## config.mk

```make
export PLATFORM = sky130hd
export DESIGN_NAME = serial_rx_sampler
export DESIGN_NICKNAME = d
export VERILOG_FILES = /design/src/rtl/rxs_pkg.sv /design/src/rtl/rxs_line_sync.sv /design/src/rtl/rxs_frame_fsm.sv /design/src/rtl/rxs_out_stage.sv /design/src/rtl/serial_rx_sampler.sv
export SDC_FILE = /design/constraint.sdc
export NUM_CORES = 1
export LEC_CHECK = 0
export BUFFER_PORTS_ARGS = -buffer_cell sky130_fd_sc_hd__buf_2
export CORE_ASPECT_RATIO = 1.4
export CORE_MARGIN = 2
export CORE_UTILIZATION = 35
export DETAILED_ROUTE_END_ITERATION = 16
export GPL_TIMING_DRIVEN = 0
export PLACE_DENSITY_LB_ADDON = 0.08
export SYNTH_ARGS = -nofsm -noshare
export SYNTH_HDL_FRONTEND = slang
export SYNTH_HIERARCHICAL = 1
export SYNTH_SLANG_ARGS = --single-unit
```

## constraint.sdc

```tcl
create_clock -name clk -period 6.55 [get_ports clk]
set_clock_uncertainty 0.1 [all_clocks]
set_input_delay 0.9825 -clock clk [delete_from_list [all_inputs] [get_ports clk]]
set_output_delay 0.9825 -clock clk [all_outputs]
set_load 0.02 [all_outputs]
```

## src/rtl/rxs_pkg.sv

```systemverilog
package rxs_pkg;

  typedef enum logic [1:0] {
    ST_HUNT   = 2'd0,
    ST_FRAME  = 2'd1,
    ST_WAIT_HI = 2'd2
  } rx_state_e;

  typedef struct packed {
    logic [7:0] data;
    logic       perr;
    logic       ferr;
    logic       brk;
  } rx_char_t;

endpackage

```

## src/rtl/rxs_line_sync.sv

```systemverilog
module rxs_line_sync #(
  parameter int STAGES = 2
) (
  input  logic clk,
  input  logic rst_n,
  input  logic raw_in,
  input  logic invert,
  output logic line_out
);
  logic [STAGES-1:0] chain_q;

  // inversion precedes synchronisation; idle level after reset is high
  generate
    for (genvar s = 0; s < STAGES; s++) begin : g_stage
      if (s == 0) begin : g_first
        always_ff @(posedge clk or negedge rst_n) begin
          if (!rst_n) chain_q[0] <= 1'b1;
          else        chain_q[0] <= raw_in ^ invert;
        end
      end else begin : g_rest
        always_ff @(posedge clk or negedge rst_n) begin
          if (!rst_n) chain_q[s] <= 1'b1;
          else        chain_q[s] <= chain_q[s-1];
        end
      end
    end
  endgenerate

  assign line_out = chain_q[STAGES-1];
endmodule

```

## src/rtl/rxs_frame_fsm.sv

```systemverilog
module rxs_frame_fsm
  import rxs_pkg::*;
#(
  parameter int DATA_W   = 8,
  parameter int OVS_BITS = 4
) (
  input  logic                clk,
  input  logic                rst_n,
  input  logic                tick,
  input  logic                line,
  input  logic                gate,
  input  logic [OVS_BITS-1:0] pos,
  input  logic [1:0]          len_sel,
  input  logic                par_en,
  input  logic                par_even,
  output logic                done,
  output rx_char_t            char_o
);
  localparam int MIN_BITS = DATA_W - 3;
  localparam int IDX_W    = $clog2(DATA_W + 3);

  rx_state_e            st_q, st_d;
  logic [OVS_BITS-1:0]  sub_q, sub_d;
  logic [IDX_W-1:0]     idx_q, idx_d;
  logic [DATA_W-1:0]    data_q, data_d;
  logic                 pbit_q, pbit_d;
  logic [IDX_W-1:0]     nbits, par_idx;

  assign nbits   = IDX_W'(MIN_BITS) + IDX_W'(len_sel);
  assign par_idx = nbits + IDX_W'(1);

  always_comb begin
    st_d   = st_q;
    sub_d  = sub_q;
    idx_d  = idx_q;
    data_d = data_q;
    pbit_d = pbit_q;
    done   = 1'b0;
    char_o.data = 8'(data_q);
    char_o.ferr = ~line;
    char_o.perr = par_en & ((^data_q) ^ pbit_q ^ ~par_even);
    char_o.brk  = ~line & (data_q == '0) & ~(par_en & pbit_q);
    if (gate) begin
      st_d = ST_HUNT;
    end else if (tick) begin
      unique case (st_q)
        ST_HUNT: begin
          if (!line) begin
            st_d   = ST_FRAME;
            sub_d  = OVS_BITS'(1);
            idx_d  = '0;
            data_d = '0;
            pbit_d = 1'b0;
          end
        end
        ST_FRAME: begin
          sub_d = sub_q + OVS_BITS'(1);
          if (sub_q == '1) idx_d = idx_q + IDX_W'(1);
          if (sub_q == pos) begin
            if (idx_q == '0) begin
              if (line) st_d = ST_HUNT;
            end else if (idx_q <= nbits) begin
              for (int i = 0; i < DATA_W; i++) begin
                if (idx_q == IDX_W'(i + 1)) data_d[i] = line;
              end
            end else if (par_en && idx_q == par_idx) begin
              pbit_d = line;
            end else begin
              done = 1'b1;
              st_d = line ? ST_HUNT : ST_WAIT_HI;
            end
          end
        end
        ST_WAIT_HI: begin
          if (line) st_d = ST_HUNT;
        end
        default: st_d = ST_HUNT;
      endcase
    end
  end

  always_ff @(posedge clk or negedge rst_n) begin
    if (!rst_n) begin
      st_q   <= ST_HUNT;
      sub_q  <= '0;
      idx_q  <= '0;
      data_q <= '0;
      pbit_q <= 1'b0;
    end else begin
      st_q   <= st_d;
      sub_q  <= sub_d;
      idx_q  <= idx_d;
      data_q <= data_d;
      pbit_q <= pbit_d;
    end
  end
endmodule

```

## src/rtl/rxs_out_stage.sv

```systemverilog
module rxs_out_stage
  import rxs_pkg::*;
(
  input  logic     clk,
  input  logic     rst_n,
  input  logic     done,
  input  rx_char_t char_i,
  input  logic     drop_err,
  output logic     valid_o,
  output rx_char_t char_o
);
  logic     keep;
  logic     valid_d;
  rx_char_t char_d;

  always_comb begin
    keep    = ~(drop_err & (char_i.perr | char_i.ferr));
    valid_d = done & keep;
    char_d  = valid_d ? char_i : '0;
  end

  always_ff @(posedge clk or negedge rst_n) begin
    if (!rst_n) begin
      valid_o <= 1'b0;
      char_o  <= '0;
    end else begin
      valid_o <= valid_d;
      char_o  <= char_d;
    end
  end
endmodule

```

## src/rtl/serial_rx_sampler.sv

```systemverilog
module serial_rx_sampler
  import rxs_pkg::*;
#(
  parameter int DATA_W      = 8,
  parameter int OVS_BITS    = 4,
  parameter int SYNC_STAGES = 2,
  parameter int SAMPLE_RST  = 7
) (
  input  logic                clk,
  input  logic                rst_n,
  input  logic                rx_line,
  input  logic                tick16,
  input  logic                sp_load,
  input  logic [OVS_BITS-1:0] sp_value,
  input  logic                cfg_invert,
  input  logic                cfg_rx_off,
  input  logic                cfg_hold_on_tx,
  input  logic                tx_active,
  input  logic [1:0]          cfg_data_bits,
  input  logic                cfg_parity_en,
  input  logic                cfg_parity_even,
  input  logic                cfg_drop_err,
  output logic [7:0]          rx_data,
  output logic                rx_valid,
  output logic                rx_parity_err,
  output logic                rx_frame_err,
  output logic                rx_break
);
  logic [OVS_BITS-1:0] pos_q, pos_d;
  logic                line_s;
  logic                gate;
  logic                done;
  rx_char_t            char_raw, char_out;

  always_comb begin
    pos_d = pos_q;
    if (sp_load) pos_d = sp_value;
  end

  always_ff @(posedge clk or negedge rst_n) begin
    if (!rst_n) pos_q <= OVS_BITS'(SAMPLE_RST);
    else        pos_q <= pos_d;
  end

  assign gate = cfg_rx_off | (cfg_hold_on_tx & tx_active);

  rxs_line_sync #(.STAGES(SYNC_STAGES)) u_sync (
    .clk      (clk),
    .rst_n    (rst_n),
    .raw_in   (rx_line),
    .invert   (cfg_invert),
    .line_out (line_s)
  );

  rxs_frame_fsm #(.DATA_W(DATA_W), .OVS_BITS(OVS_BITS)) u_fsm (
    .clk      (clk),
    .rst_n    (rst_n),
    .tick     (tick16),
    .line     (line_s),
    .gate     (gate),
    .pos      (pos_q),
    .len_sel  (cfg_data_bits),
    .par_en   (cfg_parity_en),
    .par_even (cfg_parity_even),
    .done     (done),
    .char_o   (char_raw)
  );

  rxs_out_stage u_out (
    .clk      (clk),
    .rst_n    (rst_n),
    .done     (done),
    .char_i   (char_raw),
    .drop_err (cfg_drop_err),
    .valid_o  (rx_valid),
    .char_o   (char_out)
  );

  assign rx_data       = char_out.data;
  assign rx_parity_err = char_out.perr;
  assign rx_frame_err  = char_out.ferr;
  assign rx_break      = char_out.brk;
endmodule

```

==> out/metrics.yaml, run 1 <==
post-route-period-util: 0.470
finalWeightedCongestion: 0.802
nets: 278
start_util: 0.364
async_flop_share: 1.00
clock_tree.buffer_depth: 2
cp.arrival_ns: 3.20
rsz0062_at_grt: "false"
seqPwrFrac: 0.397
synth_fp_nets: 242
path_max_fanout: 10
place_inst: 308
cts_hold_buf: 0
cts.sinks: 37
diodes: 0
drv_slew: 0
cts_tree: "done"
multi_input_area_um2: 1110
via_per_inst: 4.95
wl_per_cell_um: 13.7
timing.fmax_mhz: 325
ir_drop_v: 0.000177
ys_dominant_reg_cell: "dfrtp_1"
grt_pass1_vias: 1583
root_buffer: "clkbuf_8"
synthCells: 209
pwr-share-comb: 0.331
synth_cell_type_count: 47
tns_ns: 0
hp-class: "flip-flop to flip-flop"
timing.final.crit_period_ns: 3.08
crit_path_start: "cfg_data_bits[0]"
die_w_um: 70.0
core_area_um2: 5860
yosysTopAreaCell: "dfrtp_1"
drt-pass1-iter-count: 4
ys_ff_latch: 37
crit_path_end_kind: "flip-flop"
yosysSeqAreaShare: 0.437
net-switching-power_uw: 253
synth_top_area_share: 0.376
clock_latency_ns: 0.29
final_layout_size_suffix_gt1_frac: 0.240
hp-start: "u_sync/chain_q[0]$_DFF_PN1_"
required_ns: 6.67
overflow: 0
cts_setup_buffers: 0
clk_pin_slew_ns: 0.07
globalRouteTotalUtil: 0.141
outcome: "completed"
cts-resized-gates: 0
crit_type: "input port to flip-flop"
wirelength_um: 4330
register_area_um2: 932
grt_pass1_wl_um: 7340
stdcell_count: 316
holdWs_ns: 0.258
die_area_um2: 6740
synth_edf_count: 0
worst_pin_slew_ns: 0.808
power.internal_uw: 505
syn_area_um2: 2130
worstReg2RegStart: "u_fsm/idx_q[3]$_DFFE_PN0P_"
p_leak_uw: 0.00125
drtIter0Drc: 58
swShare: 0.334
powerDensity_nw_per_um2: 305
worst_setup_path_start_kind: "input port"
dr_total_vias: 1565
dieHeight_um: 96.3
ys_warn_count: 6
ant_nets: 0
drc_errors: 0
setup-violations-final: 0
antenna_found_initial: 0
io_buffers: 29
rows: 33
syn_avg_cell_area_um2: 10.2
syn_to_final_growth_pct: 16.5
maxCapViolCount: 0
hpwl_um: 3370
power_frac_clock: 0.271
fillCellCount: 618
synth_area_leaders: "dfrtp_1, ha_1, dfstp_2"
relSlewSlack: 0.461
numCtsBuffers: 5
finalHoldViolations: 0
grt_max_degree: 38
top_level_ports: 30
cts_max_level: 2
sequential cells by signal, indices dropped and copies added, names as in the netlist:
register / cells
u_fsm/pbit_q: 1
u_fsm/data_q: 8
u_sync/chain_q: 1
u_out/char_o: 11
pos_q: 4
u_fsm/st_q: 2
u_sync/line_out: 1
u_out/valid_o: 1
u_fsm/sub_q: 4
u_fsm/idx_q: 4
logic make-up (layout without fill, tap and decap cells):
logic type      after synthesis  count (layout)  synth area share
fa+ha+maj                    15              15            0.0880
buf+inv                      22              59            0.0428
simple gates                 76              76             0.193
compound gates               29              29             0.100
mux                          15              15            0.0734
xor+xnor                     15              15            0.0651
flops                        37              37             0.437
per-layer routing:
layer  global-route usage  part of all wire
met3               0.0293             0.027
met4               0.0481             0.010
met1                0.156              0.43
met2                0.266              0.53
met5                    0                 0
synth_stat cells (2+ instances only):
cell	count
mux2i_1	10
o211ai_1	2
nand3_1	13
a21oi_1	4
a21o_1	2
and3_1	13
xor2_1	4
ha_1	15
inv_1	18
nand2_1	18
nor3_1	2
nand2b_1	3
o21ai_0	9
a22o_1	2
nand3b_1	2
nor2_1	11
xnor2_1	10
dfrtp_1	32
clkbuf_1	2
nand4_1	2
mux2_2	5
dfstp_2	5
final cells by class:
class,count,share of cell area
multi-input cells,150,0.446
clock buffers,6,0.0332
clock inverters,2,0.0151
repair buffers,29,0.0584
plain buffers,4,0.00957
flip-flops and latches,37,0.375
well taps,70,0.0352
inverters,18,0.0272
metrics by stage:
step           utilization  total power, uW  area (um^2)  setup slack, ns
3_5_place_dp         0.403              557         2360             3.12
5_1_grt              0.424              818         2480             3.22
6_report             0.424              758         2480             3.47
4_1_cts              0.424              769         2480             3.42
3_3_place_gp         0.403              556         2360             3.12
2_1_floorplan            -              489         2130             3.68
worst max-delay path, stage by stage:
cell and delay, ns:
buf_2 0.12, inv_1 0.07, ha_1 0.32, ha_1 0.30, nand2b_1 0.05, a211oi_1 0.30
o21ai_0 0.22, nor2_1 0.12, and3_1 0.22, clkbuf_1 0.27, and3_1 0.20
path summary, 6_finish.rpt:
check,to,slack (ns),depth (start not counted)
worst max register to register,u_out/valid_o$_DFF_PN0_,4.13,8
worst min register to register,u_sync/line_out$_DFF_PN1_,0.26,0
min in group asynchronous,u_fsm/sub_q[0]$_DFFE_PN0P_,0.69,1
worst max-delay path,u_out/char_o[10]$_DFF_PN0_,3.47,11
worst min-delay path,u_sync/line_out$_DFF_PN1_,0.26,0
max in group asynchronous,u_fsm/pbit_q$_DFFE_PN0P_,5.16,1
power groups by stage:
stage | Combinational [uW] | Sequential [uW] | Clock (uW)
final | 251 | 301 | 205
after floorplan | 192 | 297 | 0
after detailed placement | 252 | 305 | 0
after CTS | 253 | 302 | 215
after global placement | 251 | 305 | 0
after global routing | 286 | 308 | 224
placed cells by master (no fill, tap or decap), types with 2 or more instances in the layout:
| cell type | count |
|---|---|
| clkbuf_8 | 6 |
| nand4_1 | 2 |
| a21oi_1 | 4 |
| dfrtp_1 | 32 |
| a22o_1 | 2 |
| inv_1 | 18 |
| o21ai_0 | 9 |
| nand2_1 | 18 |
| ha_1 | 15 |
| xor2_1 | 4 |
| a21o_1 | 2 |
| dfstp_2 | 5 |
| nor2_1 | 11 |
| nor3_1 | 2 |
| xnor2_1 | 10 |
| mux2_2 | 5 |
| o211ai_1 | 2 |
| mux2i_1 | 10 |
| buf_2 | 30 |
| nand3b_1 | 2 |
| and3_1 | 13 |
| clkbuf_1 | 2 |
| nand3_1 | 13 |
| nand2b_1 | 3 |
Note: power is estimated with default switching activity, not from simulation.
==> run 2, diff against run 1 <==
--- a/config.mk
+++ b/config.mk
@@ -5,6 +5,7 @@
 export SDC_FILE = /design/constraint.sdc
 export NUM_CORES = 1
 export LEC_CHECK = 0
+export ABC_AREA = 1
 export BUFFER_PORTS_ARGS = -buffer_cell sky130_fd_sc_hd__buf_2
 export CORE_ASPECT_RATIO = 1.4
 export CORE_MARGIN = 2
==> constraint.sdc (replaced) <==
create_clock -name clk -period 2.6 [get_ports clk]
set_clock_uncertainty 0.1 [all_clocks]
set_input_delay 0.39 -clock clk [delete_from_list [all_inputs] [get_ports clk]]
set_output_delay 0.39 -clock clk [all_outputs]
set_load 0.02 [all_outputs]
==> run 2 against run 1 <==
Compared with the run above:
- design area increased by 9.0%
- worst hold slack got worse by 0.17 ns
- combinational power increased to 4.1 times the previous value
- sequential share of layout area decreased by 3.1 points
- sequential power increased to 2.8 times the previous value
- via count increased by 28%
- flip-flop and latch count unchanged
- largest cell class unchanged
- largest power group is now combinational cells
- highest routed layer unchanged
==> out/metrics.yaml, run 2 <==
outcome: "completed"
crit_type: "input port to flip-flop"
max_stage_delay_ns: 0.35  # +0.03 ns
place_inst: 419  # +36%
synth_edf_count: 0  # unchanged
syn_to_final_growth_pct: 15.2
timing.fmax_mhz: 487
fillCellCount: 708  # +15%
start_util: 0.360  # -0.00352
rsz0062_at_grt: "false"
layout_commonest_cell: "nand2_1"
cts.sinks: 37  # unchanged
dr_total_vias: 1996  # +28%
synth_xor_area_frac: 0.0186  # -0.0465
top_regs: "u_out/char_o x11, u_fsm/data_q x8"
grt_pass1_vias: 1952  # +23%
top_level_ports: 30  # unchanged
synthCells: 316  # +51%
wirelength_um: 4740  # +9.3%
dieHeight_um: 101  # +4.8%
yosysMostFrequentCell: "nand2_1"
numCtsBuffers: 5  # unchanged
crit_slowest_cell: "ha_1"
syn_avg_cell_area_um2: 7.44  # -27%
max_flop_register: "u_out/char_o"
yosysTopAreaCell: "dfrtp_1"
synth_top_area_share: 0.341  # -0.0348
cp.arrival_ns: 2.18  # -1.02 ns
worst_pin_slew_ns: 0.812  # +0.00446 ns
yosysSeqAreaShare: 0.397  # -0.0405
synth_compound_area_frac: 0.0580  # -0.0423
io_buffers: 29  # unchanged
via_per_inst: 4.67  # -5.6%
hpwl_um: 3720  # +11%
path_max_fanout: 10  # unchanged
core_area_um2: 6530  # +11%
setup-violations-final: 0  # unchanged
powerDensity_nw_per_um2: 883  # +190%
crit_path_end_kind: "flip-flop"
drtIter0Drc: 69  # +19%
cts-resized-gates: 0  # unchanged
globalRouteTotalUtil: 0.145  # +0.00471
ys_dominant_reg_cell: "dfrtp_1"
grt_max_degree: 38  # unchanged
ys_ff_latch: 37  # unchanged
cts_max_level: 2  # unchanged
ir_drop_v: 0.000255  # +44%
drt-pass1-iter-count: 4  # unchanged
largest_register_ffs: 11  # unchanged
syn_area_um2: 2350  # +10%
cts_setup_buffers: 0  # unchanged
wl_per_cell_um: 11.1  # -19%
worst_setup_path_start_kind: "input port"
yosys-top-cells-count: "nand2_1, inv_1, dfrtp_1, nand3_1, nor2_1"
worstReg2RegStart: "u_fsm/data_q[0]$_DFFE_PN0P_"
timing.final.crit_period_ns: 2.05
finalHoldViolations: 0  # unchanged
synth_fp_nets: 349  # +44%
yosys.area_share.simple: 0.334  # +0.141
root_buffer: "clkbuf_8"
muxShareOfSynthArea: 0  # -0.0734
clock_latency_ns: 0.29  # about the same
clock_tree.buffer_depth: 2  # unchanged
final_cell_mix: "nand2_1, inv_1, dfrtp_1"
stdcell_count: 427  # +35%
synthAdderAreaFrac: 0.0799  # -0.00816
synth_area_leaders: "dfrtp_1, nand2_1, ha_1"
hp-class: "input port to async pin"
finalWeightedCongestion: 0.806  # +0.52%
relSlewSlack: 0.458  # -0.00297
nets: 385  # +38%
rows: 35  # +6.1%
ys_warn_count: 6  # unchanged
p_leak_uw: 0.00143  # +14%
grt_pass1_wl_um: 8490  # +16%
synth_top_family_by_area: "simple AND/OR/NAND/NOR gates"
holdWs_ns: 0.0894  # -0.169 ns
die_area_um2: 7390  # +9.7%
final_layout_size_suffix_gt1_frac: 0.215  # -0.0245
cpMostUsedCell: "nand2_1"
ant_nets: 0  # unchanged
required_ns: 2.73  # -3.94 ns
synth_cell_type_count: 27  # -43%
diodes: 0  # unchanged
drv_slew: 0  # unchanged
drc_errors: 0  # unchanged
clk_pin_slew_ns: 0.08  # about the same
async_flop_share: 1.00  # unchanged
dpl_cell_area_um2: 2590  # +9.4%
tns_ns: 0  # unchanged
crit_path_start: "cfg_data_bits[0]"
overflow: 0  # unchanged
crit_chain: "buf_2 > inv_1 > ha_1 > ha_1 > nand2_1 > nand2_1 > nand3_1 > a21oi_1 > nand2_1 > nor2_1 > nand2_2 > buf_6 > nor2_2"
post-route-period-util: 0.790
maxCapViolCount: 0  # unchanged
cts_hold_buf: 0  # unchanged
die_w_um: 73.3  # +4.7%
design_area_um2: 2710  # +9.0%
cts_tree: "done"
antenna_found_initial: 0  # unchanged
==> run 2: cell count changes in the layout (fill, tap and decap cells not counted), sizes merged, moves of 5 or more <==
cell   change
nand3     +10
nand4     +11
and3      -13
mux2       -5
nor2      +18
o21ai      +5
inv       +41
xnor2      -8
nand2     +82
mux2i     -10
==> run 2: worst max-delay path, delay by kind of cell <==
| family | cells | cell delay [ns] |
|---|---|---|
| compound gates | 1 | 0.13 |
| buf+inv | 3 | 0.37 |
| fa+ha+maj | 2 | 0.66 |
| simple gates | 7 | 0.63 |
==> run 2: layout make-up <==
cell class	instances	area, um^2	area share
clock inverters	2	37.5	0.0139
repair buffers	29	145	0.0536
well taps	74	92.6	0.0342
multi-input cells	215	1150	0.426
inverters	59	221	0.0818
flip-flops and latches	37	932	0.344
plain buffers	5	43.8	0.0162
clock buffers	6	82.6	0.0305
==> run 2: logic make-up after synthesis <==
| group | after synthesis |
|---|---|
| buf+inv | 64 |
| fa+ha+maj | 15 |
| simple gates | 171 |
| flops | 37 |
| compound gates | 24 |
| xor+xnor | 5 |
==> run 2: routing by layer <==
layer | track usage | routed length [um] | part of all wire | up-vias
met5 | 0 | 0 | 0 | -
met3 | 0.0250 | 139 | 0.029 | 2
met4 | 0.0556 | 48 | 0.010 | 0
met1 | 0.166 | 2120 | 0.45 | 907
met2 | 0.263 | 2430 | 0.51 | 30
li1 | - | - | - | 1057
==> run 2: path summary, 6_finish.rpt <==
check	end	slack, ns	cells past startpoint
setup / recovery	u_out/char_o[2]$_DFF_PN0_	0.55	13
hold / removal	u_fsm/sub_q[1]$_DFFE_PN0P_	0.09	1
setup reg to reg	u_out/char_o[2]$_DFF_PN0_	0.57	10
hold reg to reg	u_sync/line_out$_DFF_PN1_	0.26	0
max in group asynchronous	u_fsm/idx_q[0]$_DFFE_PN0P_	1.80	1
min in group clk	pos_q[0]$_DFFE_PN1P_	0.18	3
==> run 2: per-stage QoR <==
stage / total power (uW) / util / setup slack, ns
floorplan: 1640 / - / 0.610
global placement: 1880 / 0.397 / 0.243
detailed placement: 1890 / 0.397 / 0.232
CTS: 2430 / 0.415 / 0.526
global route: 2640 / 0.415 / 0.286
finish: 2390 / 0.415 / 0.546
==> run 2: power by group <==
part	switching [uW]	internal, uW
Combinational	630	390
Sequential	135	707
Clock	217	312
==> run 3, diff against run 2 <==
==> constraint.sdc (replaced) <==
create_clock -name clk -period 1.9 [get_ports clk]
set_clock_uncertainty 0.1 [all_clocks]
set_input_delay 0.285 -clock clk [delete_from_list [all_inputs] [get_ports clk]]
set_output_delay 0.285 -clock clk [all_outputs]
set_load 0.02 [all_outputs]
==> run 3 against run 2 <==
Compared with the run above:
- the flow now finishes with violations (negative hold slack, negative setup slack)
- non-clock buffer count increased by 15
- utilization increased by 3.7 points
- highest routed layer unchanged
- final cell count grew 3.5%
- worst hold slack worse by 0.10 ns
- critical endpoint is now u_out/char_o[8]$_DFF_PN0_
- wire length increased by 6.6%
- design area is 8.9% higher
- setup slack got worse by 0.59 ns
- die area stayed put
- critical path depth decreased by 3
- register-to-register slack lost 0.62 ns
- sequential power increased by 34%
- combinational power is 83% higher
==> out/metrics.yaml, run 3 (synthesis gave the netlist of run 2 again) <==
reg2reg_depth: 10  # unchanged
finalHoldViolations: 21  # +21
start_util: 0.360  # unchanged
multi_input_area_um2: 1260  # +9.1%
dieHeight_um: 101  # unchanged
wl_per_cell_um: 11.4  # +3.0%
worstReg2RegStart: "u_fsm/data_q[0]$_DFFE_PN0P_"
setup-violations-final: 11  # +11
cp.arrival_ns: 2.07  # -0.11 ns
post-route-period-util: 1.02
hp-class: "input port to async pin"
worst_pin_slew_ns: 0.822  # +0.00954 ns
max_stage_delay_ns: 0.41  # +0.06 ns
globalRouteTotalUtil: 0.146  # +0.00102
swShare: 0.405  # -0.00517
net-switching-power_uw: 1510  # +54%
final_layout_size_suffix_gt1_frac: 0.291  # +0.0755
layout_commonest_cell: "nand2_1"
path_max_fanout: 5  # -5
cts_tree: "done"
worst_setup_path_start_kind: "flip-flop"
p_leak_uw: 0.00153  # +6.7%
crit_slowest_cell: "dfrtp_1"
grt_pass1_vias: 1962  # +0.51%
numCtsBuffers: 5  # unchanged
die_w_um: 73.3  # unchanged
powerDensity_nw_per_um2: 1260  # +43%
crit_chain: "inv_2 > ha_4 > xnor2_2 > xor2_2 > a21oi_1 > o21a_1 > o21ai_2 > nand2_2 > clkbuf_16 > nor2_2"
ir_drop_v: 0.000389  # +52%
grt.met3_usage: 0.0250  # unchanged
drc_errors: 0  # unchanged
setup_slack_ns: -0.0468  # -0.593 ns
reg2reg_slack_ns: -0.05  # -0.62 ns
cts_max_level: 2  # unchanged
register_area_um2: 935  # +0.27%
top_level_ports: 30  # unchanged
rows: 35  # unchanged
diodes: 0  # unchanged
syn_to_final_growth_pct: 25.5
place_inst: 419  # unchanged
via_per_inst: 4.71  # +0.67%
power.internal_uw: 2210  # +57%
ant_nets: 0  # unchanged
timing.fmax_mhz: 514
drt-pass1-iter-count: 4  # unchanged
timing.final.crit_period_ns: 1.95
pwr-share-comb: 0.501  # +0.074
clock_tree.buffer_depth: 2  # unchanged
hpwl_um: 3720  # unchanged
fillCellCount: 684  # -3.4%
dr_total_vias: 2080  # +4.2%
power_frac_clock: 0.194  # -0.027
cts.sinks: 37  # unchanged
final_cell_mix: "nand2_1, inv_1, buf_2"
largest_register_ffs: 11  # unchanged
met1_usage: 0.169  # +0.00310
clock_latency_ns: 0.29  # about the same
holdWs_ns: -0.0115  # -0.101 ns
outcome: "complete, but fails checks"
die_area_um2: 7390  # unchanged
nets: 400  # +3.9%
use_met2: 0.263  # unchanged
tns_ns: -0.355  # -0.355 ns
grt_max_degree: 38  # unchanged
relSlewSlack: 0.452  # -0.00636
stdcell_count: 442  # +3.5%
antenna_found_initial: 0  # unchanged
root_buffer: "clkbuf_8"
crit_path_end_kind: "flip-flop"
required_ns: 2.03  # -0.70 ns
crit_type: "flip-flop to flip-flop"
finalWeightedCongestion: 0.806  # unchanged
overflow: 0  # unchanged
wirelength_um: 5050  # +6.6%
violations: "negative hold slack, negative setup slack"
io_buffers: 29  # unchanged
grt_pass1_wl_um: 8540  # +0.57%
max_flop_register: "u_out/char_o"
seqPwrFrac: 0.305  # -0.047
core_area_um2: 6530  # unchanged
busiest_layer: "met2"
maxCapViolCount: 0  # unchanged
rsz0062_at_grt: "true"
drtIter0Drc: 65  # -5.8%
top_regs: "u_out/char_o x11, u_fsm/data_q x8"
r2r_end: "u_out/char_o[8]$_DFF_PN0_"
clk_pin_slew_ns: 0.08  # about the same
drv_slew: 0  # unchanged
[run 3: cell count changes in the layout (fill, tap and decap cells not counted), moves of 3 or more]
cell    before  now
inv_1       50   46
nor2_4       2    8
nor2_1      18   14
inv_2        9   13
buf_4        0   14
ha_4         0    3
ha_1        15   12
[run 3: per-layer routing]
metal	vias to the layer above	routed length, um	part of all wire
met5	-	0	0
met4	0	48	0.0095
met3	2	126	0.025
met2	27	2620	0.52
met1	959	2250	0.45
li1	1092	-	-
[run 3: per-stage QoR]
| stage | power (uW) | cell area (um^2) | hold WS, ns | util | setup WS (ns) |
|---|---|---|---|---|---|
| detailed placement | 2590 | 2590 | 0.250 | 0.397 | -0.363 |
| CTS | 3390 | 2740 | 0.0266 | 0.420 | -0.139 |
| global route | 4080 | 2950 | 0.0501 | 0.452 | -0.172 |
| global placement | 2570 | 2590 | 0.247 | 0.397 | -0.352 |
| floorplan | 2240 | 2350 | -0.111 | - | 0.0147 |
| finish | 3720 | 2950 | -0.0115 | 0.452 | -0.0468 |
[run 3: worst max-delay path by stage]
stage / cells after the start / from / to / slack (ns)
finish: 10 / u_fsm/data_q[0]$_DFFE_PN0P_ / u_out/char_o[8]$_DFF_PN0_ / -0.05
global route: 10 / u_fsm/data_q[7]$_DFFE_PN0P_ / u_out/char_o[8]$_DFF_PN0_ / -0.17
CTS: 10 / u_fsm/data_q[2]$_DFFE_PN0P_ / u_out/char_o[2]$_DFF_PN0_ / -0.14
detailed placement: 13 / cfg_data_bits[0] / u_out/char_o[2]$_DFF_PN0_ / -0.36
global placement: 13 / cfg_data_bits[0] / u_out/char_o[4]$_DFF_PN0_ / -0.35
floorplan: 12 / cfg_data_bits[0] / u_out/char_o[2]$_DFF_PN0_ / 0.01
[run 3: area by class of cell]
| class | count | share of cell area |
|---|---|---|
| Clock buffer | 6 | 0.0280 |
| Tap cell | 74 | 0.0314 |
| Buffer | 5 | 0.0161 |
| Clock inverter | 2 | 0.0127 |
| Sequential cell | 37 | 0.317 |
| Timing Repair Buffer | 44 | 0.0933 |
| Inverter | 59 | 0.0751 |
| Multi-Input combinational cell | 215 | 0.426 |
[run 3: critical path, delay by kind of cell, from the launching register on]
family / cells / cell delay, ns
buf+inv: 2 / 0.25
compound gates: 3 / 0.36
flops: 1 / 0.41
fa+ha+maj: 1 / 0.19
simple gates: 2 / 0.18
xor+xnor: 2 / 0.39
[run 3: power groups by stage]
stage / Sequential, uW / Clock (uW) / Combinational, uW
2_1_floorplan: 1110 / 0 / 1130
3_3_place_gp: 1170 / 0 / 1400
3_5_place_dp: 1170 / 0 / 1420
4_1_cts: 1140 / 746 / 1510
5_1_grt: 1160 / 772 / 2150
6_report: 1130 / 724 / 1870
[run 3: timing repair]
action                                  CTS  global route
gates resized for setup                   0            24
endpoints found under the setup margin   12            23
hold buffers                              0             0
setup buffers                             4            10
pin swaps                                 2             6
gates cloned                              0             1
